**config.mk**
```make
export PLATFORM = sky130hd
export DESIGN_NAME = rtc_evt_unit
export DESIGN_NICKNAME = d
export VERILOG_FILES = /design/src/rtl/rtc_evt_pkg.sv /design/src/rtl/rtc_alarm_match.sv /design/src/rtl/rtc_evt_bank.sv /design/src/rtl/rtc_evt_unit.sv
export SDC_FILE = /design/constraint.sdc
export NUM_CORES = 1
export LEC_CHECK = 0
export ABC_AREA = 1
export CORE_MARGIN = 1.5
export CORE_UTILIZATION = 45
export DETAILED_ROUTE_END_ITERATION = 10
export DONT_BUFFER_PORTS = 1
export PLACE_DENSITY = 0.6
export SLEW_MARGIN = 25
export SYNTH_ARGS = -nofsm -noshare
export SYNTH_HDL_FRONTEND = slang
export SYNTH_HIERARCHICAL = 1
export SYNTH_SLANG_ARGS = --single-unit
```
**constraint.sdc**
```tcl
create_clock -name clk -period 1.3 [get_ports clk]
set_input_delay 0.13 -clock clk [delete_from_list [all_inputs] [get_ports clk]]
set_output_delay 0.13 -clock clk [all_outputs]
set_load 0.05 [all_outputs]
```
**src/rtl/rtc_evt_pkg.sv**
```systemverilog
package rtc_evt_pkg;
    localparam int NUM_EVT   = 5;
    localparam int EV_CAL_GO = 0;
    localparam int EV_CAL_OK = 1;
    localparam int EV_CMP    = 2;
    localparam int EV_SEC    = 3;
    localparam int EV_ALM    = 4;
    localparam int NUM_SRC   = EV_ALM;

    typedef logic [NUM_EVT-1:0] evt_vec_t;
endpackage

```
**src/rtl/rtc_alarm_match.sv**
```systemverilog
module rtc_alarm_match #(
    parameter int TIME_W = 21,
    parameter int DATE_W = 19
) (
    input  logic              clk,
    input  logic              rst_n,
    input  logic              wr_time,
    input  logic              wr_date,
    input  logic [TIME_W-1:0] time_wdata,
    input  logic [DATE_W-1:0] date_wdata,
    input  logic [TIME_W-1:0] cur_time,
    input  logic [DATE_W-1:0] cur_date,
    output logic [TIME_W-1:0] alm_time_o,
    output logic [DATE_W-1:0] alm_date_o,
    output logic              eq_o,
    output logic              rise_o
);
    typedef struct packed {
        logic [TIME_W-1:0] atime;
        logic [DATE_W-1:0] adate;
        logic              hit;
    } alm_st_t;

    alm_st_t st_d, st_q;
    logic    eq_now;

    always_comb begin
        st_d   = st_q;
        eq_now = (cur_time == st_q.atime) && (cur_date == st_q.adate);
        if (wr_time) begin
            st_d.atime = time_wdata;
        end
        if (wr_date) begin
            st_d.adate = date_wdata;
        end
        st_d.hit = eq_now;
    end

    always_ff @(posedge clk or negedge rst_n) begin
        if (!rst_n) begin
            st_q.atime <= '1;
            st_q.adate <= '1;
            st_q.hit   <= 1'b0;
        end else begin
            st_q <= st_d;
        end
    end

    assign eq_o       = eq_now;
    assign rise_o     = eq_now & ~st_q.hit;
    assign alm_time_o = st_q.atime;
    assign alm_date_o = st_q.adate;

    AST_ALM_SINGLE_FIRE: assert property (@(posedge clk) disable iff (!rst_n)
        rise_o |=> !rise_o) else $error("alarm fired twice in a row");
endmodule

```
**src/rtl/rtc_evt_bank.sv**
```systemverilog
module rtc_evt_bank
    import rtc_evt_pkg::*;
(
    input  logic     clk,
    input  logic     rst_n,
    input  evt_vec_t set_i,
    input  evt_vec_t lvl_i,
    input  logic     wr_evt,
    input  logic     wr_en,
    input  evt_vec_t clr_data,
    input  logic     upd_data,
    input  evt_vec_t en_data,
    output evt_vec_t evt_o,
    output evt_vec_t en_o,
    output evt_vec_t sts_o,
    output logic     irq_o,
    output logic     upd_o
);
    typedef struct packed {
        evt_vec_t evt;
        evt_vec_t en;
        evt_vec_t sts;
        logic     upd;
        logic     upd_req;
    } bank_st_t;

    bank_st_t st_d, st_q;
    evt_vec_t clr_mask;
    evt_vec_t evt_nx;
    logic     upd_req_now;

    assign clr_mask    = wr_evt ? clr_data : '0;
    assign upd_req_now = wr_evt & upd_data;

    for (genvar b = 0; b < NUM_EVT; b++) begin : g_bit
        assign evt_nx[b] = set_i[b] | (st_q.evt[b] & ~clr_mask[b]);
    end

    always_comb begin
        st_d         = st_q;
        st_d.evt     = evt_nx;
        st_d.sts     = lvl_i;
        st_d.upd_req = upd_req_now;
        st_d.upd     = upd_req_now & ~st_q.upd_req;
        if (wr_en) begin
            st_d.en = en_data;
        end
    end

    always_ff @(posedge clk or negedge rst_n) begin
        if (!rst_n) begin
            st_q <= '0;
        end else begin
            st_q <= st_d;
        end
    end

    assign evt_o = st_q.evt;
    assign en_o  = st_q.en;
    assign sts_o = st_q.sts;
    assign upd_o = st_q.upd;
    assign irq_o = |(st_q.evt & st_q.en);

    AST_EVT_SET_STICKS: assert property (@(posedge clk) disable iff (!rst_n)
        (|set_i) |=> ((evt_o & $past(set_i)) == $past(set_i))) else $error("set lost");
    AST_EVT_CLEAR_DONE: assert property (@(posedge clk) disable iff (!rst_n)
        (|(clr_mask & ~set_i)) |=> ((evt_o & $past(clr_mask & ~set_i)) == '0)) else $error("clear lost");
    AST_SET_BEATS_CLR: assert property (@(posedge clk) disable iff (!rst_n)
        (|(clr_mask & set_i)) |=> ((evt_o & $past(clr_mask & set_i)) != '0)) else $error("clear beat set");
    AST_UPD_ONE_CYCLE: assert property (@(posedge clk) disable iff (!rst_n)
        upd_o |=> !upd_o) else $error("update pulse too long");
    AST_IRQ_NEEDS_EN: assert property (@(posedge clk) disable iff (!rst_n)
        irq_o |-> (en_o != '0)) else $error("irq without enable");
endmodule

```
**src/rtl/rtc_evt_unit.sv**
```systemverilog
module rtc_evt_unit
    import rtc_evt_pkg::*;
#(
    parameter int DATA_W  = 32,
    parameter int TIME_W  = 21,
    parameter int DATE_W  = 19,
    parameter int UPD_BIT = 31
) (
    input  logic              clk,
    input  logic              rst_n,
    input  logic [NUM_SRC-1:0] src_evt,
    input  logic [TIME_W-1:0] cur_time,
    input  logic [DATE_W-1:0] cur_date,
    input  logic              wr_evt,
    input  logic              wr_en,
    input  logic              wr_alm_time,
    input  logic              wr_alm_date,
    input  logic [DATA_W-1:0] wdata,
    output logic              irq,
    output logic              upd_pulse,
    output logic [DATA_W-1:0] evt_rd,
    output logic [DATA_W-1:0] en_rd,
    output logic [DATA_W-1:0] sts_rd,
    output logic [TIME_W-1:0] alm_time_rd,
    output logic [DATE_W-1:0] alm_date_rd
);
    logic     alm_eq;
    logic     alm_rise;
    evt_vec_t set_vec;
    evt_vec_t lvl_vec;
    evt_vec_t evt_v;
    evt_vec_t en_v;
    evt_vec_t sts_v;
    logic     unused_wdata;

    assign unused_wdata = ^wdata;
    assign set_vec = {alm_rise, src_evt};
    assign lvl_vec = {alm_eq, src_evt};

    rtc_alarm_match #(
        .TIME_W(TIME_W),
        .DATE_W(DATE_W)
    ) u_alarm (
        .clk        (clk),
        .rst_n      (rst_n),
        .wr_time    (wr_alm_time),
        .wr_date    (wr_alm_date),
        .time_wdata (wdata[TIME_W-1:0]),
        .date_wdata (wdata[DATE_W-1:0]),
        .cur_time   (cur_time),
        .cur_date   (cur_date),
        .alm_time_o (alm_time_rd),
        .alm_date_o (alm_date_rd),
        .eq_o       (alm_eq),
        .rise_o     (alm_rise)
    );

    rtc_evt_bank u_bank (
        .clk      (clk),
        .rst_n    (rst_n),
        .set_i    (set_vec),
        .lvl_i    (lvl_vec),
        .wr_evt   (wr_evt),
        .wr_en    (wr_en),
        .clr_data (wdata[NUM_EVT-1:0]),
        .upd_data (wdata[UPD_BIT]),
        .en_data  (wdata[NUM_EVT-1:0]),
        .evt_o    (evt_v),
        .en_o     (en_v),
        .sts_o    (sts_v),
        .irq_o    (irq),
        .upd_o    (upd_pulse)
    );

    assign evt_rd = DATA_W'(evt_v);
    assign en_rd  = DATA_W'(en_v);
    assign sts_rd = DATA_W'(sts_v);

    AST_UPD_FROM_WRITE: assert property (@(posedge clk) disable iff (!rst_n)
        upd_pulse |-> $past(wr_evt && wdata[UPD_BIT])) else $error("stray update pulse");
endmodule

```
==> flow_summary.yaml <==
clock_network:
  cts_buffers: 9
  cts.sinks: 58
  clock_tree.root_cell: "clkbuf_8"
  ctsHoldBuffers: 30
  clk_pin_slew_ns: 0.07
  clk_latency_ns: 0.32
  cts_buffer_depth: 2
  cts_tree: "done"
  htreeDepth: 3
sta:
  setup_viol: 4
  max_freq_ghz: 0.706
  timing.final.crit_share: 1.09
  finalWorstSetupSlack_ns: -0.117
  final.min_clock_period_ns: 1.42
  hold_viol_final: 58
  finalMaxSlewViolations: 0
  rsz0062_at_grt: "true"
  hold-worst-slack_ns: -0.498
  finClkSkew_ns: 0.00481
worst_setup_path:
  endpoint_kind: "flop"
  setup.worst_path.start_class: "flop"
  path_max_fanout: 3
  cp.required_ns: 1.56
  arrival_ns: 1.68
  criticalPathCategory: "reg2reg"
worst_hold_path:
  min_path_type: "in2async"
grt:
  track_usage: 0.179
  grt_max_degree: 59
  grt_antenna_before_repair: 0
  grt_pass1_wl_mm: 12.4
  grt_pass1_vias: 2697
  grt-ovfl-total: 0
logic_synthesis:
  synthDistinctLibCells: 16
  yosys.area.top_type: "dfstp_2"
  async_reset_ff_frac: 1.00
  yosys-top-cells-count: "160 x nand2_1, 136 x buf_4, 73 x inv_1"
  synth_edf_count: 0
  syn_inst: 526
  synth_warnings: 6
  synth_seq_area_share: 0.382
  yosysMostFrequentCell: "nand2_1"
  synth.avg_cell_area_sq_um: 7.47
  synth_top_area_frac: 0.267
  synth.ff_latch_count: 58
  synth_area_leaders: "dfstp_2 27%, buf_4 26%, nand2_1 15%"
  syn_area_sq_um: 3930
  synthFlopType: "dfstp_2"
cells_and_area:
  finalNetCount: 671
  utilization: 0.549
  postLayoutCellArea_sq_um: 4580
  num-fill-cells: 808
  diodes: 0
  area_growth_pct: 16.5
  drive_above_1_share: 0.264
die:
  dieArea_sq_um: 9310
  die_h_um: 96.5
  core_sq_um: 8340
  start_util: 0.471
  ios: 220
  die_x_um: 96.5
  rows: 33
run_status:
  status: "finished with violations"
  violations: "negative hold slack, negative setup slack"
routing:
  routed-via-count: 2930
  viasPerCell: 4.19
  routed_wirelength_mm: 8.43
  antenna_left: 0
  drc: 0
  routedWlPerCell_um: 12.1
  dr.pass1.iters: 4
  drtIter0Drc: 72
placed_design:
  placed_cell_area_sq_um: 3950
  dp_hpwl_mm: 6.10
  routabilityCongestion: 0.769
  io_buffers: 0
pwr:
  p_leak_nw: 2.52
  powerDensity_nw_per_um2: 1260
  irDropWorstVdd_mv: 0.526
run:
  cap_violations: 0
[area by class of cell]
cell class	instances	area, sq um	area share
sequential	58	1500	0.328
timing repair buffer	117	1070	0.233
tap	105	131	0.0287
clock inverter	5	55.1	0.0120
inverter	73	274	0.0598
multi-input combinational	330	1420	0.310
clock buffer	11	131	0.0287
[path summary, 6_finish.rpt]
kind	slack, ns	depth (start not counted)	to	startpoint
hold / removal	-0.50	0	u_bank/sts_o[3]$_DFF_PN0_	rst_n
setup reg to reg	-0.12	9	u_bank/evt_o[4]$_DFF_PN0_	u_alarm/alm_time_o[4]$_DFFE_PN1P_
min in group clk	0.09	2	u_alarm/alm_date_o[11]$_DFFE_PN1P_	wr_alm_date
hold reg to reg	0.41	1	u_bank/upd_o$_DFF_PN0_	u_bank/st_q[0]$_DFF_PN0_
max in group asynchronous	1.61	0	u_alarm/alm_time_o[1]$_DFFE_PN1P_	rst_n
setup / recovery	-0.12	9	u_bank/evt_o[4]$_DFF_PN0_	u_alarm/alm_time_o[4]$_DFFE_PN1P_
[cells by family (layout without fill, tap and decap cells)]
kind of cell	Yosys count	after routing	share of synthesized area
and+or+nand+nor	190	190	0.183
AOI/OAI and AO/OA	47	47	0.0630
other	1	81	0.000954
xor gates and xnor gates	6	6	0.0134
buffers and inverters	218	206	0.340
DFF	58	58	0.382
muxes	6	6	0.0172
[state kept, by name, indices dropped and copies added (netlist names)]
| signal | count |
|---|---|
| u_alarm/alm_date_o | 19 |
| u_bank/upd_o | 1 |
| u_bank/sts_o | 5 |
| u_alarm/st_q | 1 |
| u_bank/st_q | 1 |
| u_bank/evt_o | 5 |
| u_bank/en_o | 5 |
| u_alarm/alm_time_o | 21 |
[metal layers]
| layer | vias to the layer above | global-route usage | wire length [um] |
|---|---|---|---|
| met2 | 127 | 0.320 | 4350 |
| met4 | 0 | 0.0652 | 109 |
| met1 | 1323 | 0.205 | 3320 |
| li1 | 1471 | - | - |
| met3 | 9 | 0.0454 | 651 |
| met5 | - | 0 | 0 |
[cell usage in the layout (no fill, tap or decap)]
cell,Yosys,layout
nand2_1,160,159
inv_1,73,73
bufinv_16,0,1
nor3_2,1,1
nor2_4,0,1
buf_6,0,22
a21o_1,5,5
mux2_2,6,6
xor2_1,6,6
nor2_2,0,4
o21ai_1,6,6
buf_12,0,3
nor2_1,28,23
nand2_2,0,1
clkinvlp_4,0,2
nand3_2,0,1
clkinv_2,0,2
buf_4,136,64
clkbuf_1,2,2
conb_1,1,81
o21ai_0,36,36
dfrtp_1,18,18
dfstp_2,40,40
dlygate4sd3_1,0,28
clkbuf_8,0,9
[worst max-delay path, cell delays in order (launching register included)]
cell and delay (ns):
dfstp_2 0.54, inv_1 0.05, nand2_1 0.05, nand2_1 0.06
nor2_2 0.14, nand2_1 0.08, nor2_2 0.10, nand2_2 0.07
nor3_2 0.17, a21o_1 0.10
[report_power, final]
group	total (mW)	leakage (nW)	internal, mW	switching (mW)
sequential	2.15	0.635	2.04	0.109
clock	1.58	0.0893	0.880	0.702
combinational	2.05	1.80	0.592	1.46
total	5.78	2.52	3.51	2.27
[what timing repair did]
item	CTS	global route
hold endpoints to repair	114	58
resized for setup	7	23
endpoints found under the setup margin	5	25
pin swaps	6	2
buffers inserted	3	0
[through the flow]
step | cells | total power [mW] | setup slack (ns) | setup TNS [ns]
6_report | 699 | 5.78 | -0.117 | -0.259
3_5_place_dp | 651 | 4.02 | -0.211 | -0.565
4_1_cts | 699 | 5.80 | -0.135 | -0.366
2_1_floorplan | 606 | 3.97 | 0.0732 | 0
5_1_grt | 699 | 6.07 | -0.256 | -0.715
3_3_place_gp | 651 | 3.99 | -0.170 | -0.384
Power figures use the tool's default switching activity.
